[src/rtl/dom_rst_pkg.sv]
package dom_rst_pkg;
    typedef enum logic {PU_IDLE, PU_HOLD} pulse_st_e;
    typedef enum logic {MX_IDLE, MX_STRETCH} mix_st_e;

    localparam int unsigned BIT_MAIN    = 0;
    localparam int unsigned BIT_CORE0   = 1;
    localparam int unsigned BIT_DBG     = 2;
    localparam int unsigned BIT_MEM     = 3;
    localparam int unsigned BIT_CODE_LO = 4;
    localparam int unsigned N_CORE_DOM  = 3;
endpackage

[src/rtl/dom_pulse_unit.sv]
module dom_pulse_unit
    import dom_rst_pkg::*;
#(
    parameter int unsigned LEN = 16
) (
    input  logic clk,
    input  logic rst_n,
    input  logic start,
    output logic busy,
    output logic rst_out_n
);
    localparam int unsigned CW = $clog2(LEN + 1);
    localparam logic [CW-1:0] LAST = CW'(LEN - 1);

    pulse_st_e     st_q;
    logic [CW-1:0] cnt_q;

    // state register
    always_ff @(posedge clk or negedge rst_n) begin
        if (!rst_n) begin
            st_q  <= PU_IDLE;
            cnt_q <= '0;
        end else begin
            unique case (st_q)
                PU_IDLE: begin
                    if (start) begin
                        st_q  <= PU_HOLD;
                        cnt_q <= '0;
                    end
                end
                PU_HOLD: begin
                    if (cnt_q == LAST) st_q <= PU_IDLE;
                    else               cnt_q <= cnt_q + 1'b1;
                end
                default: st_q <= PU_IDLE;
            endcase
        end
    end

    // outputs
    always_comb begin
        unique case (st_q)
            PU_HOLD: begin busy = 1'b1; rst_out_n = 1'b0; end
            default: begin busy = 1'b0; rst_out_n = 1'b1; end
        endcase
    end
endmodule

[src/rtl/dom_mix_stretch.sv]
module dom_mix_stretch
    import dom_rst_pkg::*;
#(
    parameter int unsigned UNIT   = 88,
    parameter int unsigned CODE_W = 2
) (
    input  logic              clk,
    input  logic              rst_n,
    input  logic              trig,
    input  logic [CODE_W-1:0] code,
    output logic              rst_out_n
);
    localparam int unsigned MAXLEN = UNIT * (2 ** CODE_W);
    localparam int unsigned CW     = $clog2(MAXLEN + 1);

    mix_st_e       st_q;
    logic [CW-1:0] cnt_q;
    logic [CW-1:0] last_q;

    // state register; width latched on entry to STRETCH
    always_ff @(posedge clk or negedge rst_n) begin
        if (!rst_n) begin
            st_q   <= MX_IDLE;
            cnt_q  <= '0;
            last_q <= '0;
        end else begin
            unique case (st_q)
                MX_IDLE: begin
                    if (trig) begin
                        st_q   <= MX_STRETCH;
                        cnt_q  <= '0;
                        last_q <= CW'((int'(code) + 1) * UNIT - 1);
                    end
                end
                MX_STRETCH: begin
                    if (cnt_q == last_q) st_q <= MX_IDLE;
                    else                 cnt_q <= cnt_q + 1'b1;
                end
                default: st_q <= MX_IDLE;
            endcase
        end
    end

    // outputs
    always_comb begin
        unique case (st_q)
            MX_STRETCH: rst_out_n = 1'b0;
            default:    rst_out_n = 1'b1;
        endcase
    end
endmodule

[src/rtl/dom_rst_seq.sv]
module dom_rst_seq
    import dom_rst_pkg::*;
#(
    parameter int unsigned CORE_CYC = 16,
    parameter int unsigned MIX_UNIT = 88,
    parameter int unsigned CODE_W   = 2,
    localparam int unsigned BIT_MASK = BIT_CODE_LO + CODE_W,
    localparam int unsigned CTRL_W   = BIT_MASK + 1
) (
    input  logic              clk,
    input  logic              rst_n,
    input  logic              wr_en,
    input  logic [CTRL_W-1:0] wr_data,
    output logic [CTRL_W-1:0] rd_data,
    input  logic              pwr_up_trig,
    input  logic              pg_event,
    output logic              rst_main_n,
    output logic              rst_core0_n,
    output logic              rst_dbg_n,
    output logic              rst_mix_n,
    output logic              rst_mem_n
);
    logic              mem_q;
    logic              mask_q;
    logic [CODE_W-1:0] code_q;
    logic [N_CORE_DOM-1:0] start;
    logic [N_CORE_DOM-1:0] busy;
    logic [N_CORE_DOM-1:0] dom_n;

    // level fields of the control register
    always_ff @(posedge clk or negedge rst_n) begin
        if (!rst_n) begin
            mem_q  <= 1'b0;
            mask_q <= 1'b0;
            code_q <= '0;
        end else if (wr_en) begin
            mem_q  <= wr_data[BIT_MEM];
            mask_q <= wr_data[BIT_MASK];
            code_q <= wr_data[BIT_CODE_LO +: CODE_W];
        end
    end

    always_comb begin
        start[BIT_MAIN]  = wr_en & wr_data[BIT_MAIN];
        start[BIT_CORE0] = wr_en & wr_data[BIT_CORE0];
        start[BIT_DBG]   = (wr_en & wr_data[BIT_DBG]) | (pg_event & ~mask_q);
    end

    for (genvar g = 0; g < N_CORE_DOM; g++) begin : g_core
        dom_pulse_unit #(.LEN(CORE_CYC)) u_pulse (
            .clk       (clk),
            .rst_n     (rst_n),
            .start     (start[g]),
            .busy      (busy[g]),
            .rst_out_n (dom_n[g])
        );
    end

    dom_mix_stretch #(.UNIT(MIX_UNIT), .CODE_W(CODE_W)) u_mix (
        .clk       (clk),
        .rst_n     (rst_n),
        .trig      (pwr_up_trig),
        .code      (code_q),
        .rst_out_n (rst_mix_n)
    );

    assign rst_main_n  = dom_n[BIT_MAIN];
    assign rst_core0_n = dom_n[BIT_CORE0];
    assign rst_dbg_n   = dom_n[BIT_DBG];
    assign rst_mem_n   = ~mem_q;
    assign rd_data     = {mask_q, code_q, mem_q, busy};
endmodule

[config.mk]
export PLATFORM = sky130hd
export DESIGN_NAME = dom_rst_seq
export DESIGN_NICKNAME = d
export VERILOG_FILES = /design/src/rtl/dom_rst_pkg.sv /design/src/rtl/dom_pulse_unit.sv /design/src/rtl/dom_mix_stretch.sv /design/src/rtl/dom_rst_seq.sv
export SDC_FILE = /design/constraint.sdc
export NUM_CORES = 1
export LEC_CHECK = 0
export CAP_MARGIN = 20
export CORE_MARGIN = 10
export CORE_UTILIZATION = 55
export DETAILED_ROUTE_END_ITERATION = 8
export PLACE_DENSITY_LB_ADDON = 0.1
export SYNTH_ARGS = -nofsm -noshare
export SYNTH_HDL_FRONTEND = slang
export SYNTH_HIERARCHICAL = 1
export SYNTH_SLANG_ARGS = --single-unit
export TNS_END_PERCENT = 100
[constraint.sdc]
create_clock -name clk -period 2 [get_ports clk]
set_input_delay 0.3 -clock clk [delete_from_list [all_inputs] [get_ports clk]]
set_output_delay 0.3 -clock clk [all_outputs]
set_load 0.005 [all_outputs]
==> results by group <==
Run status
  – Status: complete, no violations

Detailed routing
  – Met2 WL: just over 2000 µm
  – Wire per inst: between 10 and 15 µm
  – DR iter-0 viols: 83
  – Vias per cell: 5.46
  – Number of routed nets with antenna violations: 0
  – Top layer in use: met4
  – Total number of vias: 1522
  – DRC Markers: 0
  – DR WL met3: 151 µm
  – Detailed-route wire length: approximately 3900 µm
  – Initial DRT Pass Iterations: 4
  – Metal-1 WL: 1710 µm

Pwr
  – Leakage: 0.00113 µW
  – Pwr Total: 3350 µW
  – Maximum vdd drop: 0.764 mV
  – Power Density: between 1000 and 1500 nW/µm²

Logic synthesis
  – Sequential area share after synthesis: 45.5%
  – Top_reg_cell synth: dfrtp_1
  – Ys Warns: 6
  – Syn nets: 225
  – Avg Inst Size Synth: roughly 10 µm²
  – Most common cell in the netlist: dfrtp_1
  – Syn Inst Count: approximately 200
  – Synth top cells by count: dfrtp_1, nand2_1, a21oi_1, inv_1, o21ai_0
  – Distinct cell type count after synthesis: 33
  – Synth area leaders: dfrtp_1, ha_1, mux2_4, nand2_1, a21oi_1
  – EDFF count, synth: 0
  – #FFs+latches synth: 37
  – Synth area leader: dfrtp_1
  – Top cell type's share of synthesized area: between 40% and 50%
  – Synth Cell Area: 2030 µm²
  – FFs w/ async S/R, synth: between 90% and 100%

GRT
  – All-Layer GR Usage: 12.1%
  – First-pass GRT wire length: 6380 µm
  – Initial antenna violation count: 0
  – Largest net degree at the start of global routing: 38
  – Vias in the first global route: 1441
  – Grt ovf: 0

CTS
  – Clock Sinks: 37
  – Hold_buf cts: 0
  – Worst skew pair latency: 0.29 ns
  – Total CTS buffers: 5
  – Clk buf depth: 2
  – Clock slew at reported path FFs: 0.08 ns
  – Htree depth: 2
  – CTS tree: yes
  – CTS Root Cell: clkbuf_8

Critical path
  – CP Class: flop to flop
  – CP bufs+invs: 0
  – Chain of cells forming the critical path: ha_1 -> and3_1 -> ha_1 -> nand4b_1 -> a21o_1 -> mux2_4
  – Max incr delay on CP: about 0.42 ns
  – Critical-path maximum fanout: 7
  – CP arrival: 2.10 ns
  – Worst path required time: 2.18 ns
  – Element type at the critical path start: flop
  – Critical Path End Type: flop
  – Slowest-stage cell, CP: dfrtp_1
  – Most frequent CP cell: ha_1
  – Cell family with most CP delay: adder cells

Floorplan
  – I/O Pins: 24
  – Die Height: 80.8 µm
  – Starting density of the core: 56.4%
  – DIE AREA: 6530 µm²
  – Core Area: ~3600 µm²
  – # rows: 22
  – Die Span X: 80.8 µm

STA
  – Final Hold Viols: 0
  – Finish-stage setup viols: 0
  – Crit share post-route: between 90% and 100%
  – Worst slew pin tran: 0.460 ns
  – Unrepaired setup endpoints after global routing: false
  – Max frequency: about 520 MHz
  – Final slew viol count: 0
  – Rel. slew slack: 69.3%
  – Setup TNS: 0 ns
  – Fin crit period: 1.92 ns
  – Worst-case clock skew: 0.0127 ns
  – Hold_ws: 0.427 ns

Finish
  – Syn-to-layout area delta: 17.7%
  – N_diodes: 0
  – Final nets: between 200 and 300
  – Share of cells above drive strength 1: 10.4%

Placed design
  – PortBufs: 23
  – Final Wtd Congestion: 0.813
  – DPL Wire Length: 2900 µm

Run
  – Max_cap viols: 0

Worst hold path
  – Hold/Removal Path Class: input port to asynchronous set/reset pin
-- repair_timing --
| action | CTS | global route |
|---|---|---|
| setup endpoints to repair | 0 | 1 |
| setup buffers | 0 | 0 |
| gates resized for setup | 0 | 1 |
-- metal layers --
| metal | up-vias | global-route usage [%] |
|---|---|---|
| li1 | 758 | - |
| met1 | 744 | 13.6 |
| met2 | 18 | 21.2 |
| met3 | 2 | 3.53 |
| met4 | 0 | 5.02 |
| met5 | - | 0 |
-- through the flow --
step           util [%]  setup slack, ns  area [µm²]  cells
6_report           66.3           0.0800        2390    279
5_1_grt            66.3           0.0128        2390    279
4_1_cts            66.3           0.0681        2390    279
3_5_place_dp       64.0           0.0785        2310    271
3_3_place_gp       64.0            0.192        2310    271
2_1_floorplan         -            0.234        2030    203
-- layout make-up --
type                    instances  area (µm²)
well taps                      48        60.1
repair buffers                 26         253
clock inverters                 2        10.0
flip-flops and latches         37         926
inverters                      15        56.3
multi-input cells             145        1010
fillers                       294        1210
clock buffers                   6        72.6
-- cell families after synthesis --
group	Yosys count	synth area share [%]
compound gates	45	14.8
xor+xnor	5	2.15
fa+ha+maj	10	6.15
buf+inv	21	4.68
flops	37	45.5
mux	15	8.98
simple gates	70	17.7
-- cell usage in the layout (no fill, tap or decap), types with 4 or more instances in the layout --
| cell type | n |
|---|---|
| nand3_1 | 4 |
| ha_1 | 9 |
| xor2_1 | 5 |
| nor2_1 | 11 |
| and3_1 | 7 |
| o21ai_0 | 13 |
| a21o_1 | 4 |
| nand2b_1 | 5 |
| nand2_1 | 24 |
| clkbuf_8 | 5 |
| dfrtp_1 | 37 |
| nand4_1 | 4 |
| mux2_4 | 6 |
| a21oi_1 | 16 |
| inv_1 | 15 |
| mux2i_1 | 7 |
| clkdlybuf4s50_1 | 23 |
-- worst paths after layout --
path / to / startpoint / slack (ns) / cells after the start
max: g_core[0].u_pulse/cnt_q[3] / g_core[0].u_pulse/cnt_q[0] / 0.08 / 6
min: u_mix/st_q / rst_n / 0.43 / 2
max reg2reg: g_core[0].u_pulse/cnt_q[3] / g_core[0].u_pulse/cnt_q[0] / 0.08 / 6
min reg2reg: u_mix/cnt_q[8] / u_mix/cnt_q[8] / 0.50 / 1
max in group asynchronous: mem_q / rst_n / 1.23 / 2
min in group clk: u_mix/cnt_q[8] / u_mix/cnt_q[8] / 0.50 / 1
-- registers in the layout, summed over array words and instances (netlist names) --
name and cells:
code_q 2, mask_q 1, g_core.u_pulse/st_q 3, u_mix/st_q 1, u_mix/cnt_q 9, g_core.u_pulse/cnt_q 15
mem_q 1, u_mix/last_q 5
-- power breakdown --
| part | switching [µW] | total (µW) | internal (µW) |
|---|---|---|---|
| sequential | 347 | 1410 | 1060 |
| combinational | 692 | 1450 | 755 |
| clock | 251 | 492 | 241 |
| total | 1290 | 3350 | 2060 |
(Power assumes the default switching activity.)
